File: src/rtl/lifecycle_ctrl.sv
module lifecycle_ctrl #(
  parameter int                 TOKEN_W      = 32,
  parameter logic [TOKEN_W-1:0] UNLOCK_TOKEN = 32'hC0DE_5AFE
) (
  input  logic               clk,
  input  logic               rst_n,
  input  logic               req_valid_i,
  input  logic [2:0]         req_target_i,
  input  logic [TOKEN_W-1:0] req_token_i,
  input  logic               esc_scrap_i,
  output logic [2:0]         stage_o,
  output logic               resp_valid_o,
  output logic [1:0]         resp_code_o,
  output logic               hop_done_o
);

  localparam logic [2:0] ST_RAW   = 3'd0;
  localparam logic [2:0] ST_TUNL  = 3'd1;
  localparam logic [2:0] ST_DEV   = 3'd2;
  localparam logic [2:0] ST_PROD  = 3'd3;
  localparam logic [2:0] ST_RMA   = 3'd4;
  localparam logic [2:0] ST_SCRAP = 3'd5;

  localparam logic [1:0] RC_OK  = 2'd0;
  localparam logic [1:0] RC_ILL = 2'd1;
  localparam logic [1:0] RC_TOK = 2'd2;
  localparam logic [1:0] RC_PRE = 2'd3;

  logic [2:0] stage_q, stage_d;
  logic       rv_q;
  logic [1:0] rc_q, rc_d;
  logic       done_q;
  logic       hop_legal;

  always_comb begin
    hop_legal = 1'b0;
    case (stage_q)
      ST_RAW:                 hop_legal = (req_target_i == ST_TUNL);
      ST_TUNL:                hop_legal = (req_target_i == ST_DEV) ||
                                          (req_target_i == ST_PROD) ||
                                          (req_target_i == ST_RMA);
      ST_DEV, ST_PROD, ST_RMA: hop_legal = (req_target_i == ST_SCRAP);
      default:                hop_legal = 1'b0;
    endcase
  end

  wire token_ok = (req_token_i == UNLOCK_TOKEN);

  always_comb begin
    stage_d = stage_q;
    rc_d    = RC_OK;
    if (esc_scrap_i) begin
      stage_d = ST_SCRAP;
      rc_d    = RC_PRE;
    end else if (!hop_legal) begin
      rc_d = RC_ILL;
    end else if (!token_ok) begin
      rc_d = RC_TOK;
    end else if (req_valid_i) begin
      stage_d = req_target_i;
    end
  end

  always_ff @(posedge clk) begin
    if (!rst_n) begin
      stage_q <= ST_RAW;
      rv_q    <= 1'b0;
      rc_q    <= RC_OK;
      done_q  <= 1'b0;
    end else begin
      stage_q <= stage_d;
      rv_q    <= req_valid_i;
      rc_q    <= req_valid_i ? rc_d : RC_OK;
      done_q  <= rv_q && (rc_q == RC_OK);
    end
  end

  assign stage_o      = stage_q;
  assign resp_valid_o = rv_q;
  assign resp_code_o  = rc_q;
  assign hop_done_o   = done_q;


  esc_forces_scrap_chk: assert property (@(posedge clk) disable iff (!rst_n)
    esc_scrap_i |=> (stage_q == ST_SCRAP));


  scrap_terminal_chk: assert property (@(posedge clk) disable iff (!rst_n)
    (stage_q == ST_SCRAP) |=> (stage_q == ST_SCRAP));


  reject_holds_stage_chk: assert property (@(posedge clk) disable iff (!rst_n)
    (rv_q && (rc_q == RC_ILL || rc_q == RC_TOK)) |-> (stage_q == $past(stage_q)));


  done_after_ok_chk: assert property (@(posedge clk) disable iff (!rst_n)
    (rv_q && rc_q == RC_OK) |=> done_q);


  done_only_after_ok_chk: assert property (@(posedge clk) disable iff (!rst_n)
    done_q |-> $past(rv_q && rc_q == RC_OK));


  resp_follows_req_chk: assert property (@(posedge clk) disable iff (!rst_n)
    req_valid_i |=> rv_q);


  preempt_code_chk: assert property (@(posedge clk) disable iff (!rst_n)
    (req_valid_i && esc_scrap_i) |=> (rc_q == RC_PRE && stage_q == ST_SCRAP));

endmodule

File: config.mk
export PLATFORM = sky130hd
export DESIGN_NAME = lifecycle_ctrl
export DESIGN_NICKNAME = d
export VERILOG_FILES = /design/src/rtl/lifecycle_ctrl.sv
export SDC_FILE = /design/constraint.sdc
export NUM_CORES = 1
export LEC_CHECK = 0
export BUFFER_PORTS_ARGS = -buffer_cell sky130_fd_sc_hd__buf_2
export CORE_AREA = 2 2 39 41
export CTS_CLUSTER_DIAMETER = 80
export DETAILED_ROUTE_END_ITERATION = 8
export DIE_AREA = 0 0 41 43
export PLACE_DENSITY_LB_ADDON = 0.25
export SYNTH_ARGS = -nofsm -noshare
export SYNTH_HDL_FRONTEND = slang
export SYNTH_SLANG_ARGS = --single-unit
File: constraint.sdc
create_clock -name clk -period 2.75 [get_ports clk]
set_input_delay 0.275 -clock clk [delete_from_list [all_inputs] [get_ports clk]]
set_output_delay 0.275 -clock clk [all_outputs]
set_load 0.02 [all_outputs]
==> qor.txt, run 1 <==
==================================================================================
Run status .......................................................... finished, final reports clean
Global-route congestion overflow total ..............................            0
Most used DFF post-synth ............................................ sky130_fd_sc_hd__dfxtp_1
Final Cell Area .....................................................     716 um^2
Signed area change from the synthesized netlist to the final layout .        61.1%
CP Cell Sequence .................................................... nor3b_1 > o2111ai_1 > a2111oi_4 > mux2i_1 > nor3b_2
CTS resizes .........................................................            0
Clk pwr share .......................................................        34.6%
Unrepaired setup endpoints after global routing .....................        false
DIE WIDTH ...........................................................        41 um
Routed length per placed instance ...................................      10.8 um
Crit start category .................................................     register
Vias per inst .......................................................         5.06
Hold-fix buffers, CTS ...............................................            0
Maximum clock frequency .............................................      556 MHz
Core Area ...........................................................    1380 um^2
Worst-case clock skew ...............................................  0.000637 ns
Commonest cells after routing, fill and taps aside .................. sky130_fd_sc_hd__buf_2, sky130_fd_sc_hd__dfxtp_1, sky130_fd_sc_hd__nand2_1, sky130_fd_sc_hd__nor2_1, sky130_fd_sc_hd__nor4bb_1
Clock H-tree levels .................................................            1
Total leakage power .................................................     0.364 nW
Remaining routing DRC violations ....................................            0
Number of synthesized flops with an enable pin ......................            0
Overall die area ....................................................    1760 um^2
Delay-heaviest family, CP ........................................... compound AO/OA/AOI/OAI gates
Post-Synthesis Net Count ............................................           83
Reg clk slew, reported paths ........................................      0.05 ns
Global-route usage over all layers ..................................        15.0%
Final cycle utilization of the critical path ........................        65.4%
Die Height ..........................................................        43 um
Worst min-delay path category ....................................... input port to register
Total power consumption of the routed design ........................   0.000260 W
Worst skew pair latency .............................................      0.24 ns
Async set or reset register ratio after synthesis ...................           0%
Length of the first detailed-routing pass in iterations .............            4
Vias after detailed routing .........................................          552
Clock root cell ..................................................... sky130_fd_sc_hd__clkbuf_4
Wire length reported by the detailed router .........................      1.18 mm
Clock sink count ....................................................            7
Critical-path cell with the highest stage delay ..................... sky130_fd_sc_hd__a2111oi_4
Final nets ..........................................................          133
Proportion of synthesized chip area in sequential cells .............        31.5%
Net switching power of the design ...................................  0.0000643 W
Area post-placement .................................................     689 um^2
Placement row count .................................................           14
Maximum vdd ir drop .................................................   0.000193 V
Worst setup path class .............................................. register to register
Gp weighted congestion ..............................................        0.677
Maximum buffer depth of the clock tree ..............................            2
Required time of the critical path ..................................      2.88 ns
Wire length of the first global-routing pass ........................      1.83 mm
Synth top area cells ................................................ sky130_fd_sc_hd__dfxtp_1, sky130_fd_sc_hd__nor4bb_1, sky130_fd_sc_hd__a2111oi_4, sky130_fd_sc_hd__o311a_2, sky130_fd_sc_hd__and4b_1
Final-report max-slew violation count ...............................            0
Initial antenna violation count .....................................            0
Count of warnings emitted by yosys ..................................            0
Relative contribution of combinational cells to total power .........        22.8%
Shortest clock period the worst path allows after layout ............      1.80 ns
Most area-hungry cell type in the Yosys netlist ..................... sky130_fd_sc_hd__dfxtp_1
Setup violation total in the final timing report ....................            0
# diodes ............................................................            0
Worst slew margin ...................................................        71.7%
Part of the total power dissipated in sequential elements ...........        42.6%
Buf+Inv Stages, Crit Path ...........................................            0
Flops & latches, synth ..............................................            7
Starting Density ....................................................        32.1%
Worst Path Max Fanout ...............................................            6
Largest net degree at the start of global routing ...................            8
Number of top-level pins ............................................           46
Port Buffers ........................................................           45
Top cell type's share of synthesized area ...........................        31.5%
Cts bufs inserted ...................................................            3
Total negative slack ................................................         0 ns
Total internal power ................................................   0.000195 W
Actual slew at the worst max-slew pin ...............................     0.424 ns
Max-cap violation count .............................................            0
Leading cell type in the layout, fill and taps excluded ............. sky130_fd_sc_hd__buf_2
Unique masters post-synth ...........................................           24
Crit. End Element ...................................................     register
Synth Instances .....................................................           44
Initial DRC count ...................................................           12
CTS tree ............................................................         done
Launching point of the worst reg2reg path ........................... stage_o[0]$_SDFFE_PN0P_
CP startpoint ....................................................... stage_o[0]$_SDFFE_PN0P_
Avg Synthesized Cell Area ...........................................    10.1 um^2
Areal power density over the cells ..................................  363 nW/um^2
Number of buffers added for setup after CTS .........................            0
Source of the worst hold timing path ................................  req_valid_i
Total count of hold-check failures in the final report ..............            0
Fraction of final layout cells sized beyond drive strength 1 ........        59.1%
Cell area after synthesis ...........................................     444 um^2
Vias in the first global route ......................................          470
Largest stage delay, worst path .....................................      0.49 ns
Sw Share ............................................................        24.7%
Data arrival, critical path .........................................      1.93 ns
HPWL reported at the end of detailed placement ......................      1.02 mm
Residual antenna-violating net count after detailed routing .........            0
==================================================================================
==> final cells by class <==
class / count / area [um^2]
clock buffers: 4 / 26.3
multi-input cells: 34 / 293
repair buffers: 45 / 225
fillers: 134 / 668
flip-flops and latches: 7 / 140
inverters: 3 / 11.3
well taps: 16 / 20.0
==> Yosys cell counts, drive strengths merged (2+ instances only) <==
cell type	number
and4b	2
nor4b	2
nand4	2
nor4bb	4
o311a	2
dfxtp	7
nor2	4
nor3b	2
nand2	4
inv	3
==> logic make-up after synthesis <==
family / share of synthesized area (%)
AND/OR/NAND/NOR: 42.8
AO/OA/AOI/OAI: 20.8
flip-flops: 31.5
buffers and inverters: 2.54
multiplexers: 2.25
==> power by group through the flow <==
stage | logic, W | clock network (W) | registers (W)
4_1_cts | 0.0000598 | 0.0000919 | 0.000111
2_1_floorplan | 0.0000174 | 0 | 0.000119
5_1_grt | 0.0000656 | 0.0000977 | 0.000111
3_3_place_gp | 0.0000589 | 0 | 0.000113
6_report | 0.0000593 | 0.0000898 | 0.000111
3_5_place_dp | 0.0000595 | 0 | 0.000113
==> routing by layer <==
| layer | track usage [%] | vias up | part of all wire (%) |
|---|---|---|---|
| met1 | 17.5 | 249 | 41 |
| met5 | 0 | - | 0 |
| met3 | 4.71 | 0 | 7.3 |
| met4 | 4.00 | 0 | 0 |
| met2 | 25.0 | 29 | 52 |
| li1 | - | 274 | - |
==> worst register-to-register path, stage by stage (launching register included) <==
cell	delay, ns
sky130_fd_sc_hd__dfxtp_1	0.36
sky130_fd_sc_hd__nor3b_1	0.23
sky130_fd_sc_hd__o2111ai_1	0.27
sky130_fd_sc_hd__a2111oi_4	0.50
sky130_fd_sc_hd__mux2i_1	0.27
sky130_fd_sc_hd__nor3b_2	0.07
==> stage by stage <==
stage                     std cells  util [%]  hold WS (ns)  setup WS (ns)
final                           109      51.7         0.276          0.952
after global routing            109      51.7         0.277          0.741
after detailed placement        105      49.8         0.402          0.873
after floorplan                  44         -         0.345           1.00
after CTS                       109      51.7         0.271          0.928
after global placement          105      49.8         0.400          0.967
==> state kept, by name, indices dropped and copies added (netlist names) <==
register	count
stage_o	3
resp_valid_o	1
hop_done_o	1
resp_code_o	2
==> worst paths after layout <==
path,end,slack [ns],cells past startpoint
setup / recovery,stage_o[1]$_SDFFE_PP0P_,0.95,5
setup reg to reg,stage_o[1]$_SDFFE_PP0P_,0.95,5
hold reg to reg,hop_done_o$_SDFF_PN0_,0.41,1
hold / removal,resp_valid_o$_SDFF_PN0_,0.28,3
(Power assumes the default switching activity.)
==> run 2, diff against run 1 <==
--- a/config.mk
+++ b/config.mk
@@ -5,11 +5,12 @@
 export SDC_FILE = /design/constraint.sdc
 export NUM_CORES = 1
 export LEC_CHECK = 0
+export ABC_AREA = 1
 export BUFFER_PORTS_ARGS = -buffer_cell sky130_fd_sc_hd__buf_2
-export CORE_AREA = 2 2 39 41
+export CORE_MARGIN = 2
+export CORE_UTILIZATION = 32
 export CTS_CLUSTER_DIAMETER = 80
 export DETAILED_ROUTE_END_ITERATION = 8
-export DIE_AREA = 0 0 41 43
 export PLACE_DENSITY_LB_ADDON = 0.25
 export SYNTH_ARGS = -nofsm -noshare
 export SYNTH_HDL_FRONTEND = slang
==> constraint.sdc (replaced) <==
create_clock -name clk -period 1.5 [get_ports clk]
set_input_delay 0.15 -clock clk [delete_from_list [all_inputs] [get_ports clk]]
set_output_delay 0.15 -clock clk [all_outputs]
set_load 0.02 [all_outputs]
==> run 2 against run 1 <==
- via count up 25%
- critical path depth up 3
- non-clock buffer count unchanged
- worst hold slack worse by 0.13 ns
- routed wire length up 3.3%
- sequential cell count unchanged
- sequential share of layout area down 1.8 points
- fmax up 50%
- cell count up 47%
- critical endpoint unchanged
- highest routed layer unchanged
==> qor.txt, run 2 <==
==================================================================================
Global-route congestion overflow total ..............................            0
Reg2reg end ......................................................... stage_o[1]$_SDFFE_PP0P_
Overall die area ....................................................    1950 um^2
Data arrival, critical path .........................................      1.34 ns
Commonest cells after routing, fill and taps aside .................. sky130_fd_sc_hd__buf_2, sky130_fd_sc_hd__nand2_1, sky130_fd_sc_hd__nor2_1
CTS resizes .........................................................            0
Part of the total power dissipated in sequential elements ...........        40.5%
Leading cell type in the layout, fill and taps excluded ............. sky130_fd_sc_hd__buf_2
Final nets ..........................................................          184
Number of top-level pins ............................................           46
Reg clk slew, reported paths ........................................      0.05 ns
Crit. End Element ...................................................     register
Sequential standard cell area .......................................     140 um^2
Setup violation total in the final timing report ....................            0
Length of the first detailed-routing pass in iterations .............            4
Top post-synthesis cells by count ................................... sky130_fd_sc_hd__nand2_1, sky130_fd_sc_hd__nor2_1, sky130_fd_sc_hd__inv_1
Worst skew pair latency .............................................      0.25 ns
Vias in the first global route ......................................          636
Largest net degree at the start of global routing ...................            7
Vias after detailed routing .........................................          688
Worst setup path class .............................................. register to register
Number of synthesized flops with an enable pin ......................            0
Synth top area cells ................................................ sky130_fd_sc_hd__dfxtp_1, sky130_fd_sc_hd__nand2_1, sky130_fd_sc_hd__nor2_1, sky130_fd_sc_hd__inv_1, sky130_fd_sc_hd__nand3_2
Post-Synthesis Net Count ............................................          134
Most used DFF post-synth ............................................ sky130_fd_sc_hd__dfxtp_1
Async set or reset register ratio after synthesis ...................           0%
Port Buffers ........................................................           45
Area post-placement .................................................     762 um^2
HPWL reported at the end of detailed placement ......................      1.10 mm
Initial antenna violation count .....................................            0
Total negative slack ................................................         0 ns
Residual antenna-violating net count after detailed routing .........            0
Wire length of the first global-routing pass ........................      2.24 mm
Die Height ..........................................................      44.2 um
Unrepaired setup endpoints after global routing .....................        false
Sw Share ............................................................        27.6%
Fraction of final layout cells sized beyond drive strength 1 ........        38.9%
Total leakage power .................................................     0.508 nW
DIE WIDTH ...........................................................      44.2 um
Gp weighted congestion ..............................................        0.773
Global-route usage over all layers ..................................        15.2%
Final Cell Area .....................................................     788 um^2
Clock root cell ..................................................... sky130_fd_sc_hd__clkbuf_4
Clk pwr share .......................................................        33.4%
Worst slew margin ...................................................        90.0%
Worst-case clock skew ...............................................   0.00521 ns
Area used by multi-input combinational logic ........................     294 um^2
Number of standard cells in the final layout excluding fillers ......          160
Final cycle utilization of the critical path ........................        80.0%
Maximum vdd ir drop .................................................   0.000377 V
Initial DRC count ...................................................            6
Signed area change from the synthesized netlist to the final layout .        52.5%
Maximum clock frequency .............................................      834 MHz
Required time of the critical path ..................................      1.65 ns
Crit start category .................................................     register
Core Area ...........................................................    1510 um^2
CP startpoint ....................................................... stage_o[1]$_SDFFE_PP0P_
Minimum setup slack among reg-to-reg paths ..........................      0.30 ns
Shortest clock period the worst path allows after layout ............      1.20 ns
Count of warnings emitted by yosys ..................................            0
Top cell type's share of synthesized area ...........................        27.1%
End point of the critical path ...................................... stage_o[1]$_SDFFE_PP0P_
Synth Instances .....................................................           95
Total internal power ................................................   0.000360 W
Avg Synthesized Cell Area ...........................................    5.44 um^2
Hold-fix buffers, CTS ...............................................            0
Actual slew at the worst max-slew pin ...............................     0.150 ns
Proportion of synthesized chip area in sequential cells .............        27.1%
Cell count of the worst reg-to-reg path .............................            8
Number of buffers added for setup after CTS .........................            0
Worst min-delay path category ....................................... input port to register
Cts bufs inserted ...................................................            3
Most area-hungry cell type in the Yosys netlist ..................... sky130_fd_sc_hd__dfxtp_1
Worst Path Max Fanout ...............................................            4
Placed cell count ...................................................          156
Areal power density over the cells ..................................  632 nW/um^2
# diodes ............................................................            0
Final-report max-slew violation count ...............................            0
Number of flip-flops under the largest register name ................            3
Launching point of the worst reg2reg path ........................... stage_o[1]$_SDFFE_PP0P_
Flops & latches, synth ..............................................            7
Relative contribution of combinational cells to total power .........        26.2%
Cell area after synthesis ...........................................     517 um^2
Remaining routing DRC violations ....................................            0
Total count of hold-check failures in the final report ..............            0
CTS tree ............................................................         done
Max-cap violation count .............................................            0
Maximum buffer depth of the clock tree ..............................            2
Placement row count .................................................           14
Number of fill cells in the layout ..................................          182
Starting Density ....................................................        34.3%
Run status .......................................................... finished, final reports clean
Clock H-tree levels .................................................            1
Most common cell in the netlist ..................................... sky130_fd_sc_hd__nand2_1
Vias per inst .......................................................         4.30
Clock sink count ....................................................            7
Wire length reported by the detailed router .........................      1.21 mm
Net switching power of the design ...................................   0.000138 W
Routed length per placed instance ...................................      7.59 um
Unique masters post-synth ...........................................           14
==================================================================================
run 2: cell types whose count changed after synthesis, moves of 4 or more:
cell | previous run | this run
sky130_fd_sc_hd__nand2_1 | 4 | 29
sky130_fd_sc_hd__nor2_1 | 4 | 23
sky130_fd_sc_hd__inv_1 | 3 | 20
sky130_fd_sc_hd__nor4bb_1 | 4 | 0
run 2: worst min path at each step:
stage	cells after the start	to	start	slack (ns)
2_1_floorplan	2	stage_o[2]$_SDFFE_PN0P_	rst_n	0.27
3_3_place_gp	3	resp_valid_o$_SDFF_PN0_	req_valid_i	0.40
3_5_place_dp	3	resp_valid_o$_SDFF_PN0_	req_valid_i	0.40
4_1_cts	3	resp_valid_o$_SDFF_PN0_	req_valid_i	0.15
5_1_grt	3	resp_valid_o$_SDFF_PN0_	req_valid_i	0.15
6_report	3	resp_valid_o$_SDFF_PN0_	req_valid_i	0.15
run 2: worst max-delay path, cell delays in order (launching register included):
cell and delay, ns:
sky130_fd_sc_hd__dfxtp_1 0.31, sky130_fd_sc_hd__inv_2 0.08, sky130_fd_sc_hd__nand2_1 0.05, sky130_fd_sc_hd__nor2_1 0.11, sky130_fd_sc_hd__nand3_2 0.12, sky130_fd_sc_hd__a21oi_4 0.19, sky130_fd_sc_hd__nand2_2 0.08, sky130_fd_sc_hd__nor2_1 0.10
sky130_fd_sc_hd__nor2_1 0.05
run 2: logic make-up (layout without fill, tap and decap cells):
| kind of cell | Yosys count | in the layout | share of synthesized area, % |
|---|---|---|---|
| compound gates | 4 | 4 | 6.05 |
| buf+inv | 22 | 71 | 16.0 |
| flops | 7 | 7 | 27.1 |
| simple gates | 62 | 62 | 50.8 |
run 2: final cells by class:
| cell class | count | share of cell area (%) |
|---|---|---|
| Clock buffer | 4 | 3.33 |
| Inverter | 22 | 10.5 |
| Multi-Input combinational cell | 66 | 37.3 |
| Sequential cell | 7 | 17.8 |
| Tap cell | 16 | 2.54 |
| Timing Repair Buffer | 45 | 28.6 |
run 2: per-layer routing:
layer / vias to the layer above / GRT usage (%) / share of wire [%]
met5: - / 0 / 0
met4: 0 / 3.64 / 0
met3: 0 / 6.12 / 7.4
met2: 28 / 28.5 / 51
met1: 284 / 15.7 / 41
li1: 376 / - / -
run 2: through the flow:
stage / hold slack [ns] / setup WS, ns / utilization [%] / total power, W
2_1_floorplan: 0.271 / 0.275 / - / 0.000269
3_3_place_gp: 0.397 / 0.324 / 50.6 / 0.000334
3_5_place_dp: 0.402 / 0.299 / 50.6 / 0.000337
4_1_cts: 0.148 / 0.292 / 52.3 / 0.000504
5_1_grt: 0.148 / 0.187 / 52.3 / 0.000544
6_report: 0.146 / 0.300 / 52.3 / 0.000498
run 2: power groups by stage:
stage               Combinational, W  Sequential (W)  Clock (W)
finish                      0.000130        0.000202   0.000166
global route                0.000150        0.000202   0.000191
CTS                         0.000132        0.000202   0.000170
detailed placement          0.000132        0.000205          0
global placement            0.000129        0.000205          0
floorplan                  0.0000520        0.000217          0
